===== src/rtl/bus_seq_pkg.sv =====
package bus_seq_pkg;
  typedef enum logic [2:0] {
    ST_IDLE = 3'd0,
    ST_T1   = 3'd1,
    ST_T2   = 3'd2,
    ST_T3   = 3'd3,
    ST_TW   = 3'd4,
    ST_T4   = 3'd5
  } bus_state_e;
endpackage


===== src/rtl/bus_seq_fsm.sv =====
module bus_seq_fsm
  import bus_seq_pkg::*;
(
  input  logic       clk_i,
  input  logic       rst_ni,
  input  logic       req_valid_i,
  input  logic [1:0] req_be_i,
  input  logic       ready_i,
  output bus_state_e state_o,
  output logic       accept_o,
  output logic       open_o
);
  bus_state_e state_q, state_d;

  assign open_o   = (state_q == ST_IDLE) || (state_q == ST_T4);
  // zero byte enables never start a cycle
  assign accept_o = open_o && req_valid_i && (|req_be_i);

  always_comb begin
    state_d = state_q;
    unique case (state_q)
      ST_IDLE: if (accept_o) state_d = ST_T1;
      ST_T1:   state_d = ST_T2;
      ST_T2:   state_d = ST_T3;
      ST_T3:   state_d = ready_i ? ST_T4 : ST_TW;
      ST_TW:   state_d = ready_i ? ST_T4 : ST_TW;
      ST_T4:   state_d = accept_o ? ST_T1 : ST_IDLE;
      default: state_d = ST_IDLE;
    endcase
  end

  always_ff @(posedge clk_i or negedge rst_ni) begin
    if (!rst_ni) state_q <= ST_IDLE;
    else         state_q <= state_d;
  end

  assign state_o = state_q;
endmodule


===== src/rtl/bus_seq_req.sv =====
module bus_seq_req #(
  parameter int ADDR_W = 20,
  parameter int DATA_W = 16
) (
  input  logic              clk_i,
  input  logic              rst_ni,
  input  logic              accept_i,
  input  logic              req_write_i,
  input  logic              req_mem_i,
  input  logic [ADDR_W-1:0] req_addr_i,
  input  logic [1:0]        req_be_i,
  input  logic [DATA_W-1:0] req_wdata_i,
  output logic              write_o,
  output logic              mem_o,
  output logic [ADDR_W-1:0] addr_o,
  output logic              bhe_n_o,
  output logic [ADDR_W-1:0] wdata_o
);
  logic [ADDR_W-1:0] wdata_ext;

  generate
    if (DATA_W == ADDR_W) begin : g_same
      assign wdata_ext = req_wdata_i;
    end else begin : g_ext
      assign wdata_ext = {{(ADDR_W-DATA_W){1'b0}}, req_wdata_i};
    end
  endgenerate

  always_ff @(posedge clk_i or negedge rst_ni) begin
    if (!rst_ni) begin
      write_o <= 1'b0;
      mem_o   <= 1'b0;
      addr_o  <= '0;
      bhe_n_o <= 1'b1;
      wdata_o <= '0;
    end else if (accept_i) begin
      write_o <= req_write_i;
      mem_o   <= req_mem_i;
      // low-lane select travels on address bit 0, active low
      addr_o  <= {req_addr_i[ADDR_W-1:1], ~req_be_i[0]};
      bhe_n_o <= ~req_be_i[1];
      wdata_o <= wdata_ext;
    end
  end
endmodule


===== src/rtl/bus_seq_drive.sv =====
module bus_seq_drive
  import bus_seq_pkg::*;
#(
  parameter int ADDR_W = 20
) (
  input  bus_state_e        state_i,
  input  logic              open_i,
  input  logic              write_i,
  input  logic              mem_i,
  input  logic [ADDR_W-1:0] addr_i,
  input  logic              bhe_n_i,
  input  logic [ADDR_W-1:0] wdata_i,
  output logic              req_ready_o,
  output logic              ale_o,
  output logic              mio_o,
  output logic              rd_no,
  output logic              wr_no,
  output logic              bhe_no,
  output logic [ADDR_W-1:0] bus_o,
  output logic              bus_oe_o,
  output logic              done_o
);
  logic in_cycle, strobe_ph;

  assign in_cycle  = (state_i != ST_IDLE);
  assign strobe_ph = (state_i == ST_T2) || (state_i == ST_T3) || (state_i == ST_TW);

  always_comb begin
    req_ready_o = open_i;
    ale_o       = (state_i == ST_T1);
    mio_o       = in_cycle ? mem_i : 1'b0;
    bhe_no      = in_cycle ? bhe_n_i : 1'b1;
    rd_no       = !(strobe_ph && !write_i);
    wr_no       = !(strobe_ph && write_i);
    done_o      = (state_i == ST_T4);
    bus_oe_o    = 1'b0;
    bus_o       = '0;
    if (state_i == ST_T1) begin
      bus_oe_o = 1'b1;
      bus_o    = addr_i;
    end else if (strobe_ph && write_i) begin
      bus_oe_o = 1'b1;
      bus_o    = wdata_i;
    end
  end
endmodule


===== src/rtl/bus_seq_rdcap.sv =====
module bus_seq_rdcap
  import bus_seq_pkg::*;
#(
  parameter int DATA_W = 16
) (
  input  logic              clk_i,
  input  logic              rst_ni,
  input  bus_state_e        state_i,
  input  logic              write_i,
  input  logic              ready_i,
  input  logic [DATA_W-1:0] bus_i,
  output logic [DATA_W-1:0] rdata_o
);
  logic take;

  // sample on the edge that leaves the last T3/Tw
  assign take = ((state_i == ST_T3) || (state_i == ST_TW)) && ready_i && !write_i;

  always_ff @(posedge clk_i or negedge rst_ni) begin
    if (!rst_ni)   rdata_o <= '0;
    else if (take) rdata_o <= bus_i;
  end
endmodule


===== src/rtl/bus_cycle_seq.sv =====
module bus_cycle_seq
  import bus_seq_pkg::*;
#(
  parameter int ADDR_W = 20,
  parameter int DATA_W = 16
) (
  input  logic              clk_i,
  input  logic              rst_ni,
  input  logic              req_valid_i,
  input  logic              req_write_i,
  input  logic              req_mem_i,
  input  logic [ADDR_W-1:0] req_addr_i,
  input  logic [1:0]        req_be_i,
  input  logic [DATA_W-1:0] req_wdata_i,
  output logic              req_ready_o,
  output logic              ale_o,
  output logic              mio_o,
  output logic              rd_no,
  output logic              wr_no,
  output logic              bhe_no,
  output logic [ADDR_W-1:0] bus_o,
  output logic              bus_oe_o,
  input  logic [DATA_W-1:0] bus_i,
  input  logic              ready_i,
  output logic              done_o,
  output logic [DATA_W-1:0] rdata_o
);
  bus_state_e        state;
  logic              accept, open_ph;
  logic              l_write, l_mem, l_bhe_n;
  logic [ADDR_W-1:0] l_addr, l_wdata;

  bus_seq_fsm u_fsm (
    .clk_i       (clk_i),
    .rst_ni      (rst_ni),
    .req_valid_i (req_valid_i),
    .req_be_i    (req_be_i),
    .ready_i     (ready_i),
    .state_o     (state),
    .accept_o    (accept),
    .open_o      (open_ph)
  );

  bus_seq_req #(.ADDR_W(ADDR_W), .DATA_W(DATA_W)) u_req (
    .clk_i       (clk_i),
    .rst_ni      (rst_ni),
    .accept_i    (accept),
    .req_write_i (req_write_i),
    .req_mem_i   (req_mem_i),
    .req_addr_i  (req_addr_i),
    .req_be_i    (req_be_i),
    .req_wdata_i (req_wdata_i),
    .write_o     (l_write),
    .mem_o       (l_mem),
    .addr_o      (l_addr),
    .bhe_n_o     (l_bhe_n),
    .wdata_o     (l_wdata)
  );

  bus_seq_drive #(.ADDR_W(ADDR_W)) u_drive (
    .state_i     (state),
    .open_i      (open_ph),
    .write_i     (l_write),
    .mem_i       (l_mem),
    .addr_i      (l_addr),
    .bhe_n_i     (l_bhe_n),
    .wdata_i     (l_wdata),
    .req_ready_o (req_ready_o),
    .ale_o       (ale_o),
    .mio_o       (mio_o),
    .rd_no       (rd_no),
    .wr_no       (wr_no),
    .bhe_no      (bhe_no),
    .bus_o       (bus_o),
    .bus_oe_o    (bus_oe_o),
    .done_o      (done_o)
  );

  bus_seq_rdcap #(.DATA_W(DATA_W)) u_rdcap (
    .clk_i   (clk_i),
    .rst_ni  (rst_ni),
    .state_i (state),
    .write_i (l_write),
    .ready_i (ready_i),
    .bus_i   (bus_i),
    .rdata_o (rdata_o)
  );
endmodule


===== config.mk =====
export PLATFORM = sky130hd
export DESIGN_NAME = bus_cycle_seq
export DESIGN_NICKNAME = d
export VERILOG_FILES = /design/src/rtl/bus_seq_pkg.sv /design/src/rtl/bus_seq_fsm.sv /design/src/rtl/bus_seq_req.sv /design/src/rtl/bus_seq_drive.sv /design/src/rtl/bus_seq_rdcap.sv /design/src/rtl/bus_cycle_seq.sv
export SDC_FILE = /design/constraint.sdc
export NUM_CORES = 1
export LEC_CHECK = 0
export BUFFER_PORTS_ARGS = -buffer_cell sky130_fd_sc_hd__clkbuf_2
export CORE_UTILIZATION = 44
export DETAILED_ROUTE_END_ITERATION = 6
export PLACE_DENSITY = 0.86
export SKIP_CTS_REPAIR_TIMING = 1
export SLEW_MARGIN = 10
export SYNTH_ARGS = -nofsm -noshare
export SYNTH_HDL_FRONTEND = slang
export SYNTH_SLANG_ARGS = --single-unit

===== constraint.sdc =====
create_clock -name clk_i -period 1.7 [get_ports clk_i]
set_input_delay 0.17 -clock clk_i [delete_from_list [all_inputs] [get_ports clk_i]]
set_output_delay 0.17 -clock clk_i [all_outputs]
set_load 0.005 [all_outputs]

# Word level (Yosys, flattened, before mapping)
# Index checks and enable logic that the tools add are counted.
# word_totals
reg_bits	58
in_bits	60
output_inout_bits	44
elab_cells	42
# op_classes
eq_ne	6
mux	10
bitwise_logic	2
n_reduce_logical	17
# op_table
op	count
$mux 20	1
$mux 16	1
$pmux 3 s5	1
$eq 3x2->1 const B	2
$eq 3x3->1 const B	2
$logic_and 1x1->1	6
$mux 1	6
$logic_or 1x1->1	4
$reduce_or 2->1	2
$eq 3x1->1 const B	1
$logic_not 1->1	3
$logic_not 3->1	1
$mux 3	1
$reduce_bool 3->1	1
$ne 2x1->1 const B	1
$not 1->1	2

# Longest topological paths before layout
# Gate-level depths: netlist (run 1).
# depth
ltp_word	6
mapped_depth	6
mapped_depth_nobuf	3

# Cells and area by module
# A second synthesis (run 1) with hierarchy kept.
# unflattened
cells_unflattened	324
hier_area_um2	3653.5
# by_module_without_submodules
module	n_inst	cells_each	area_per_inst_um2	seq_area_each_um2
bus_seq_req	1	89	1495.2	977.2
bus_seq_rdcap	1	102	1126.1	400.4
bus_seq_drive	1	112	827.0	0.0
bus_seq_fsm	1	21	205.2	75.1

# Worst setup path after synthesis (run 1)
# OpenSTA, ideal clock, no wires.
# synth_path
kind	register to register
start	reg u_fsm.state_q[0] (netlist: u_fsm.state_o[0])
end	reg u_rdcap.rdata_o[10]
setup_time_ns	0.125
arrival_ns	1.611
t_required_ns	1.575
path_slack_ns	-0.036
stages_incl_launch_ff	6
n_path_buf	2
synth_period_minus_slack_ns	1.736
path_cell_list	dfrtp_1 buf_6 or3b_4 a21oi_4 buf_12 mux2_4
# synth_via
elab_chain_cells	4
word_cells_on_any_way	5
cone_classes	2 x eq/ne; 3 x reduce/logical
# synth_rtl
item	line	text
start, declared	bus_seq_fsm.sv:13	bus_state_e state_q, state_d;
start signal, assigned	bus_seq_fsm.sv:34	else state_q <= state_d;
$eq 3x2->1 or $eq 3x3->1 (tied branches)	bus_seq_rdcap.sv:17	assign take = ((state_i == ST_T3) || (state_i == ST_TW)) && ready_i && !write_i;
$logic_or 1x1->1 (*)	bus_seq_rdcap.sv:17	
$logic_and 1x1->1 (*) (2 in series)	bus_seq_rdcap.sv:17	
end signal, assigned	bus_seq_rdcap.sv:21	else if (take) rdata_o <= bus_i;
end, declared	bus_seq_rdcap.sv:12	output logic [DATA_W-1:0] rdata_o
# Every way passes the cells marked *; elsewhere a longest branch is shown, timed or not.
# A chain may end at the register's enable or synchronous reset.

# Worst setup path after layout (run 1)
# layout_path
start	reg u_fsm.state_q[1] (netlist: u_fsm.state_o[1])
end	out bus_o[1]
# layout_via
elab_chain_cells	6
word_cells_on_any_way	9
cone_classes	4 x eq/ne; 2 x mux; 3 x reduce/logical
# layout_rtl
item	line	text
$eq 3x2->1	bus_seq_drive.sv:26	assign strobe_ph = (state_i == ST_T2) || (state_i == ST_T3) || (state_i == ST_TW);
$logic_or 1x1->1 (2 in series)	bus_seq_drive.sv:26	
$logic_and 1x1->1	bus_seq_drive.sv:41	end else if (strobe_ph && write_i) begin
$mux 16	bus_seq_drive.sv:41	
$mux 20 (*)	bus_seq_drive.sv:38	if (state_i == ST_T1) begin
end, declared	bus_cycle_seq.sv:21	output logic [ADDR_W-1:0] bus_o,
# Marks and branches as above.

==> results of run 1 <==
synthesized netlist by cell type, types with 2 or more instances:
cell / instances / area, um^2
a21oi_1: 16 / 80.1
and2_1: 4 / 25.0
buf_2: 7 / 35.0
buf_6: 2 / 22.5
dfrtp_1: 57 / 1430
inv_1: 3 / 11.3
mux2_2: 43 / 484
mux2_4: 10 / 150
mux2i_1: 19 / 190
nand2_1: 4 / 15.0
nand2b_1: 2 / 12.5
nand3b_1: 2 / 15.0
nor2_1: 2 / 7.51
nor3_1: 2 / 10.0
logic make-up after synthesis:
kind of cell,Yosys count,share of synthesized area [%]
XOR/XNOR,1,0.325
AO/OA/AOI/OAI,22,4.82
multiplexers,72,30.6
AND/OR/NAND/NOR,25,6.73
buffers and inverters,15,3.71
flip-flops,58,53.8
critical path, stage by stage, from the launching register on:
cell,delay [ns]
dfrtp_1,0.44
buf_6,0.16
nor3b_4,0.29
buf_6,0.21
mux2i_1,0.21
a21oi_1,0.07
clkbuf_2,0.12
final cells by class:
cell class / instances / area, um^2
Clock inverter: 2 / 35.0
Timing Repair Buffer: 133 / 898
Fill cell: 424 / 1910
Sequential cell: 58 / 1460
Tap cell: 75 / 93.8
Inverter: 3 / 11.3
Clock buffer: 13 / 169
Multi-Input combinational cell: 120 / 1350
report_power, final:
group          switching, mW  internal, mW
combinational           1.50          2.41
sequential             0.442          2.10
clock                  0.497         0.787
total                   2.44          5.30
registers in the layout, indices dropped and copies added, names as in the netlist:
signal	flops
u_req.write_o	1
u_req.addr_o	20
u_req.wdata_o	16
u_fsm.state_o	3
u_rdcap.rdata_o	16
u_req.mem_o	1
u_req.bhe_n_o	1
cell usage in the layout (no fill, tap or decap), drive strengths merged, types with 2 or more instances in the layout:
cell type / instances
inv: 3
mux2: 53
dfrtp: 57
o21ai: 2
nand2b: 2
nor2b: 2
and2: 4
nor2: 2
mux2i: 19
nor3: 2
clkbuf: 116
nand2: 4
buf: 29
nand3b: 2
a21oi: 17
per-stage QoR:
| step | hold slack, ns | util [%] |
|---|---|---|
| global placement | 0.199 | 57.1 |
| finish | 0.0162 | 67.7 |
| floorplan | -0.126 | - |
| detailed placement | 0.200 | 57.1 |
| global route | 0.0251 | 67.7 |
| CTS | -0.149 | 60.5 |
how the worst max path moves through the flow:
stage,startpoint,end,slack [ns],cells after the start
finish,u_fsm.state_o[1]$_DFFE_PN0P_,bus_o[1],-0.29,6
detailed placement,u_fsm.state_o[2]$_DFFE_PN0P_,u_req.addr_o[2]$_DFFE_PN0P_,-0.06,4
global route,u_fsm.state_o[1]$_DFFE_PN0P_,bus_o[1],-0.37,6
floorplan,u_fsm.state_o[0]$_DFFE_PN0P_,u_rdcap.rdata_o[10]$_DFFE_PN0P_,-0.04,5
global placement,u_fsm.state_o[2]$_DFFE_PN0P_,u_req.addr_o[4]$_DFFE_PN0P_,-0.005,4
CTS,u_fsm.state_o[1]$_DFFE_PN0P_,bus_o[0],-0.30,6
per-layer routing:
metal  up-vias  track usage [%]  share of wire [%]
met2        59             32.8                 51
met1      1028             23.8                 44
met3        11             4.20                3.4
li1        947                -                  -
met5         -                0                  0
met4         0             9.11                2.1
==> results.yml, run 1 <==
cells_and_area:
  nNetsFinal: 385
  antenna_cells: 0
  fin_area_mm2: 0.00401
  drive_above_1_share_pct: 65.3
  final_cells: 404
  area_growth_pct: 48.6
critical_path:
  reg2regPathDepth: 6
  critPathCaptureType: "output pin"
  critPathLaunchType: "flop"
  cp_data_required_time_ns: 1.53
  rr_endpoint: "u_req.addr_o[2]$_DFFE_PN0P_"
  path_class: "reg2out"
  rr_startpoint: "u_fsm.state_o[2]$_DFFE_PN0P_"
  arrival_ns: 1.82
  ff2ff_setup_slack_ns: -0.15
  path_max_fanout: 7
global_routing:
  grt_max_degree: 59
  grt_pass1_vias: 2048
  grt_pass1_wl_mm: 9.38
  track_usage_pct: 19.5
  overflow: 0
  antenna_found_initial: 0
power:
  leakage_nw: 2.00
  finalPower_mw: 7.74
  peakVddDrop_v: 0.00105
  powerDensity_mw_per_mm2: 1930
die:
  fp.dieArea_mm2: 0.00645
  core-area_mm2: 0.00592
  io_pins: 104
  initial_core_util_pct: 45.6
  fp.dieW_um: 80.3
  placementRows: 28
  die_h_um: 80.3
detailed_routing:
  drcViolationCount: 0
  wl_per_cell_um: 16.3
  dr.pass1.iters: 4
  drt_wl_total_mm: 6.58
  ant_nets: 0
  vias: 2045
  vias_per_cell: 5.06
  drt_iter0_markers: 63
sta:
  finalSetupViolations: 77
  fmax_mhz: 502
  final.setup.tns_ns: -9.09
  finalWorstSetupSlack_ns: -0.292
  rsz0062_at_grt: "yes"
  slew_headroom_pct: 79.8
  drv_slew: 0
  final_hold_viol_count: 0
  fin_crit_sh_pct: 117
  skew_ns: 0.00779
  min_period_ns: 1.99
  tightest_slew_ns: 0.302
run:
  maxCapViolations: 0
status:
  violations: "setup timing"
  status: "finished, violations left"
yosys:
  synth_nets: 253
  synthFlopType: "dfrtp_1"
  netlist_area_mm2: 0.00270
  syn_avg_cell_area_um2: 14.0
  yosysUniqueCellTypes: 34
  synth-edff-count: 0
  syn_inst: 193
  yosysWarnings: 0
  synth-seq-cells: 58
  async_flop_share_pct: 100
  seq_area_frac_synth_pct: 53.8
place:
  place_inst: 376
  place_congestion: 0.700
  io_buffers: 102
  place_ws_ns: -0.0556
  post_dp_cell_area_mm2: 0.00338
  place_hpwl_mm: 4.26
worst_hold_path:
  min-delay-start: "req_be_i[1]"
  whs_path_depth: 2
  worstHoldEndpoint: "u_req.bhe_n_o$_DFFE_PN1P_"
  hold_path.class: "in2reg"
cts:
  root_buffer: "clkbuf_8"
  h-tree-depth: 3
  cts_tree: "yes"
  clk_latency_ns: 0.32
  cts.path.max_buffers: 2
  cts.sinks: 58
  cts_made_buffers: 9
  cts.clk_slew.worst_paths_ns: 0.07
(Power assumes the default switching activity.)
==> run 2, diff against run 1 <==
--- a/config.mk
+++ b/config.mk
@@ -8,7 +8,7 @@
 export BUFFER_PORTS_ARGS = -buffer_cell sky130_fd_sc_hd__clkbuf_2
 export CORE_UTILIZATION = 44
 export DETAILED_ROUTE_END_ITERATION = 6
-export PLACE_DENSITY = 0.86
+export PLACE_DENSITY = 0.75
 export SKIP_CTS_REPAIR_TIMING = 1
 export SLEW_MARGIN = 10
 export SYNTH_ARGS = -nofsm -noshare
==> run 2 against run 1 <==
  * The run still ends with setup timing left
  * Critical path depth unchanged
  * Global-route usage about the same
  * Power increased by 0.17%
  * Combinational power decreased by 2%
  * Sequential cell count unchanged
  * Sequential share of layout area unchanged
  * Setup slack improved by 0.079 ns
  * Via count decreased by 0.73%
  * Clock skew decreased by 0.0025 ns
  * Wire length increased by 1.3%
  * Clock power increased by 9%
  * Critical endpoint is now u_req.addr_o[1]$_DFFE_PN0P_
  * Largest cell class unchanged
  * Largest power group unchanged
  * Highest routed layer unchanged
==> results.yml, run 2 (synthesis results as in run 1) <==
status:
  status: "finished, violations left"
  violations: "setup timing"
detailed_routing:
  wl_per_cell_um: 16.3
  vias_per_cell: 4.96
  vias: 2030
  drt_iter0_markers: 52
  dr.pass1.iters: 4
  ant_nets: 0
  drcViolationCount: 0
  drt_wl_total_mm: 6.67
cts:
  root_buffer: "clkbuf_8"
  h-tree-depth: 3
  cts_tree: "yes"
  cts.sinks: 58
  cts_made_buffers: 9
  cts.clk_slew.worst_paths_ns: 0.06
  clk_latency_ns: 0.33
  cts.path.max_buffers: 2
die:
  fp.dieArea_mm2: 0.00645
  placementRows: 28
  fp.dieW_um: 80.3
  core-area_mm2: 0.00592
  die_h_um: 80.3
  initial_core_util_pct: 45.6
  io_pins: 104
worst_hold_path:
  hold_path.class: "in2reg"
  whs_path_depth: 2
  worstHoldEndpoint: "u_req.bhe_n_o$_DFFE_PN1P_"
  min-delay-start: "req_be_i[1]"
cells_and_area:
  layout_commonest_cell: "clkbuf_2"
  largest-register: "u_req.addr_o"
  drive_above_1_share_pct: 65.3
  area_growth_pct: 48.6
  layout_common_cells: "clkbuf_2 (98), dfrtp_1 (55), mux2_4 (43)"
  antenna_cells: 0
  nNetsFinal: 389
  largest_reg_flops: 20
  n_fill_cell: 445
  reg_top3: "u_req.addr_o (20), u_rdcap.rdata_o (16), u_req.wdata_o (16)"
sta:
  rsz0062_at_grt: "yes"
  finalSetupViolations: 81
  min_period_ns: 1.91
  final.setup.tns_ns: -12.85
  drv_slew: 0
  fmax_mhz: 523
  slew_headroom_pct: 58.3
  skew_ns: 0.00529
  finalWorstSetupSlack_ns: -0.213
  tightest_slew_ns: 0.626
  fin_crit_sh_pct: 113
  final_hold_viol_count: 0
critical_path:
  rr_startpoint: "u_fsm.state_o[2]$_DFFE_PN0P_"
  critPathCaptureType: "flop"
  path_max_fanout: 6
  critPathLaunchType: "flop"
  reg2regPathDepth: 6
  cp_data_required_time_ns: 1.91
  arrival_ns: 2.13
  rr_endpoint: "u_req.addr_o[1]$_DFFE_PN0P_"
  ff2ff_setup_slack_ns: -0.21
  path_class: "reg2reg"
place:
  place_congestion: 0.724
  io_buffers: 102
  place_ws_ns: -0.0489
  place_hpwl_mm: 4.16
global_routing:
  antenna_found_initial: 0
  grt_pass1_wl_mm: 9.36
  grt_max_degree: 27
  overflow: 0
  grt_pass1_vias: 1958
  track_usage_pct: 19.5
run:
  maxCapViolations: 0
power:
  peakVddDrop_v: 0.00102
  finalPower_mw: 7.75
  leakage_nw: 2.00
  powerDensity_mw_per_mm2: 1930
run 2: where the power goes:
group	internal, mW	switching (mW)
combinational	2.36	1.47
clock	0.860	0.538
sequential	2.10	0.418
run 2: how the worst max path moves through the flow:
| stage | slack, ns | start | endpoint |
|---|---|---|---|
| 2_1_floorplan | -0.04 | u_fsm.state_o[0]$_DFFE_PN0P_ | u_rdcap.rdata_o[10]$_DFFE_PN0P_ |
| 5_1_grt | -0.29 | u_fsm.state_o[2]$_DFFE_PN0P_ | bus_o[4] |
| 4_1_cts | -0.32 | u_fsm.state_o[2]$_DFFE_PN0P_ | bus_o[4] |
| 3_3_place_gp | -0.02 | u_fsm.state_o[2]$_DFFE_PN0P_ | u_req.addr_o[19]$_DFFE_PN0P_ |
| 3_5_place_dp | -0.05 | u_fsm.state_o[2]$_DFFE_PN0P_ | u_req.mem_o$_DFFE_PN0P_ |
| 6_report | -0.21 | u_fsm.state_o[2]$_DFFE_PN0P_ | u_req.addr_o[1]$_DFFE_PN0P_ |
run 2: worst max-delay path, cell delays in order (launching register included):
cell	delay (ns)
dfrtp_2	0.44
buf_4	0.15
and2b_2	0.21
nor4b_4	0.28
buf_6	0.21
clkbuf_16	0.18
mux2_2	0.33
run 2: stage by stage:
step           hold slack, ns  util [%]  cells  area [um^2]
2_1_floorplan          -0.126         -    193         2700
3_3_place_gp            0.211      57.6    377         3410
3_5_place_dp            0.219      57.6    377         3410
4_1_cts                -0.142      61.3    393         3630
5_1_grt                0.0149      67.7    409         4010
6_report              0.00114      67.7    409         4010
run 2: layout make-up:
| cell class | instances | area [um^2] | area share (%) |
|---|---|---|---|
| Multi-Input combinational cell | 120 | 1290 | 32.2 |
| Clock buffer | 11 | 141 | 3.53 |
| Sequential cell | 58 | 1460 | 36.3 |
| Inverter | 3 | 11.3 | 0.281 |
| Tap cell | 75 | 93.8 | 2.34 |
| Timing Repair Buffer | 137 | 940 | 23.4 |
| Clock inverter | 5 | 77.6 | 1.94 |
run 2: routing by layer:
metal | GRT usage [%] | up-vias | share of wire (%) | wire length (um)
met5 | 0 | - | 0 | 0
met4 | 10.7 | 0 | 1.8 | 123
met3 | 4.09 | 10 | 3.8 | 251
met2 | 31.2 | 57 | 51 | 3390
met1 | 24.6 | 1009 | 44 | 2900
li1 | - | 954 | - | -
==> run 3, diff against run 2 <==
--- a/config.mk
+++ b/config.mk
@@ -8,6 +8,7 @@
 export BUFFER_PORTS_ARGS = -buffer_cell sky130_fd_sc_hd__clkbuf_2
 export CORE_UTILIZATION = 44
 export DETAILED_ROUTE_END_ITERATION = 6
+export MAX_ROUTING_LAYER = met4
 export PLACE_DENSITY = 0.75
 export SKIP_CTS_REPAIR_TIMING = 1
 export SLEW_MARGIN = 10
==> run 3 against run 2 <==
  * The run ends with hold timing, setup timing left
  * Register-to-register slack about the same
  * Clock power about the same
  * Via count down 0.39%
  * Non-clock buffer count unchanged
  * Final area up 0.19%
  * Maximum frequency down 0.33%
  * Critical path depth up 1
  * Critical path type unchanged
==> results.yml, run 3 (synthesis results as in run 1) <==
place:
  place_congestion: 0.733
  io_buffers: 102
  place_inst: 377
  place_hpwl_mm: 4.16
cells_and_area:
  n_fill_cell: 448
  layout_common_cells: "clkbuf_2 (98), dfrtp_1 (55), mux2_4 (43)"
  largest_reg_flops: 20
  utilization_pct: 67.8
  reg_top3: "u_req.addr_o (20), u_rdcap.rdata_o (16), u_req.wdata_o (16)"
  nNetsFinal: 389
  antenna_cells: 0
  area_growth_pct: 48.8
  regArea_mm2: 0.00146
  largest-register: "u_req.addr_o"
  multi_input_area_mm2: 0.00129
  final_cells: 409
  drive_above_1_share_pct: 65.3
  layout_commonest_cell: "clkbuf_2"
global_routing:
  grt_max_degree: 27
  grt_pass1_vias: 1953
  overflow: 0
  antenna_found_initial: 0
  track_usage_pct: 20.1
  grt_pass1_wl_mm: 9.37
worst_hold_path:
  whs_path_depth: 2
  worstHoldEndpoint: "u_req.bhe_n_o$_DFFE_PN1P_"
  min-delay-start: "req_be_i[1]"
  hold_path.class: "in2reg"
detailed_routing:
  vias: 2022
  dr.pass1.iters: 4
  drcViolationCount: 0
  ant_nets: 0
  wl_per_cell_um: 16.3
  vias_per_cell: 4.94
  drt_iter0_markers: 45
  drt_wl_total_mm: 6.65
sta:
  finalWorstSetupSlack_ns: -0.219
  skew_ns: 0.00458
  rsz0062_at_grt: "yes"
  fmax_mhz: 521
  final_hold_viol_count: 1
  min_period_ns: 1.92
  drv_slew: 0
  tightest_slew_ns: 0.652
  slew_headroom_pct: 56.5
  final.setup.tns_ns: -13.44
  fin_crit_sh_pct: 113
  worst_hold_slack_ns: -0.00126
  finalSetupViolations: 81
cts:
  cts.sinks: 58
  h-tree-depth: 3
  cts.path.max_buffers: 2
  clk_latency_ns: 0.33
  root_buffer: "clkbuf_8"
  cts.clk_slew.worst_paths_ns: 0.07
  cts_tree: "yes"
  cts_made_buffers: 9
critical_path:
  ff2ff_setup_slack_ns: -0.22
  critPathCaptureType: "flop"
  crit_top_cell: "buf_4"
  critPathLaunchType: "flop"
  path_class: "reg2reg"
  arrival_ns: 2.13
  path_max_fanout: 8
  rr_endpoint: "u_rdcap.rdata_o[6]$_DFFE_PN0P_"
  path_cells: "buf_4 -> buf_4 -> buf_4 -> nand3b_1 -> a21oi_4 -> clkbuf_16 -> mux2_4"
  cpLargestDelayFamily: "buffers and inverters"
  rr_startpoint: "u_fsm.state_o[2]$_DFFE_PN0P_"
  max_stage_delay_ns: 0.44
  cp_data_required_time_ns: 1.91
  reg2regPathDepth: 7
  critPathSlowestCell: "dfrtp_2"
  critPathBufInv: 4
power:
  clock_power_share_pct: 18.1
  p_sw_share_pct: 31.2
  power_frac_comb_pct: 49.4
  seqPwrFrac_pct: 32.5
  powerDensity_mw_per_mm2: 1930
  p_sw_mw: 2.43
  peakVddDrop_v: 0.00106
  finalPower_mw: 7.77
  leakage_nw: 2.00
  intPower_mw: 5.34
die:
  initial_core_util_pct: 45.6
  die_h_um: 80.3
  fp.dieArea_mm2: 0.00645
  fp.dieW_um: 80.3
  io_pins: 104
  core-area_mm2: 0.00592
  placementRows: 28
status:
  status: "finished, violations left"
  violations: "hold timing, setup timing"
run:
  maxCapViolations: 0
-- run 3: changes by cell type in the layout (fill, tap and decap cells not counted) --
| cell | delta |
|---|---|
| buf_4 | -2 |
| buf_6 | +2 |
-- run 3: cell type report --
| type | count | share of cell area [%] |
|---|---|---|
| Tap cell | 75 | 2.34 |
| Timing Repair Buffer | 137 | 23.6 |
| Multi-Input combinational cell | 120 | 32.1 |
| Inverter | 3 | 0.280 |
| Clock inverter | 5 | 1.93 |
| Sequential cell | 58 | 36.2 |
| Clock buffer | 11 | 3.52 |
-- run 3: worst max path at each step --
| stage | startpoint | to | slack (ns) | depth (start not counted) |
|---|---|---|---|---|
| 2_1_floorplan | u_fsm.state_o[0]$_DFFE_PN0P_ | u_rdcap.rdata_o[10]$_DFFE_PN0P_ | -0.04 | 5 |
| 3_3_place_gp | u_fsm.state_o[2]$_DFFE_PN0P_ | u_req.addr_o[19]$_DFFE_PN0P_ | -0.02 | 4 |
| 3_5_place_dp | u_fsm.state_o[2]$_DFFE_PN0P_ | u_req.mem_o$_DFFE_PN0P_ | -0.05 | 4 |
| 4_1_cts | u_fsm.state_o[2]$_DFFE_PN0P_ | bus_o[4] | -0.32 | 6 |
| 5_1_grt | u_fsm.state_o[2]$_DFFE_PN0P_ | bus_o[4] | -0.29 | 6 |
| 6_report | u_fsm.state_o[2]$_DFFE_PN0P_ | u_rdcap.rdata_o[6]$_DFFE_PN0P_ | -0.22 | 7 |
-- run 3: metal layers --
layer	part of all wire, %	global-route usage, %	routed length (um)	vias up
met5	0	-	0	-
met4	2.1	10.7	138	0
met3	3.1	3.75	208	9
met2	51	31.1	3420	51
met1	43	25.0	2880	1008
li1	-	-	-	954
-- run 3: power by group through the flow --
| stage | registers [mW] | logic (mW) | clock network (mW) |
|---|---|---|---|
| after floorplan | 2.41 | 1.95 | 0 |
| after global placement | 2.47 | 3.01 | 0 |
| after detailed placement | 2.51 | 3.08 | 0 |
| after CTS | 2.50 | 3.10 | 1.43 |
| after global routing | 2.60 | 4.13 | 1.49 |
| final | 2.52 | 3.84 | 1.40 |
-- run 3: stage by stage --
| stage | area (um^2) | worst slack (ns) |
|---|---|---|
| floorplan | 2700 | -0.0363 |
| global route | 4020 | -0.291 |
| detailed placement | 3410 | -0.0489 |
| finish | 4020 | -0.219 |
| global placement | 3410 | -0.0152 |
| CTS | 3630 | -0.317 |
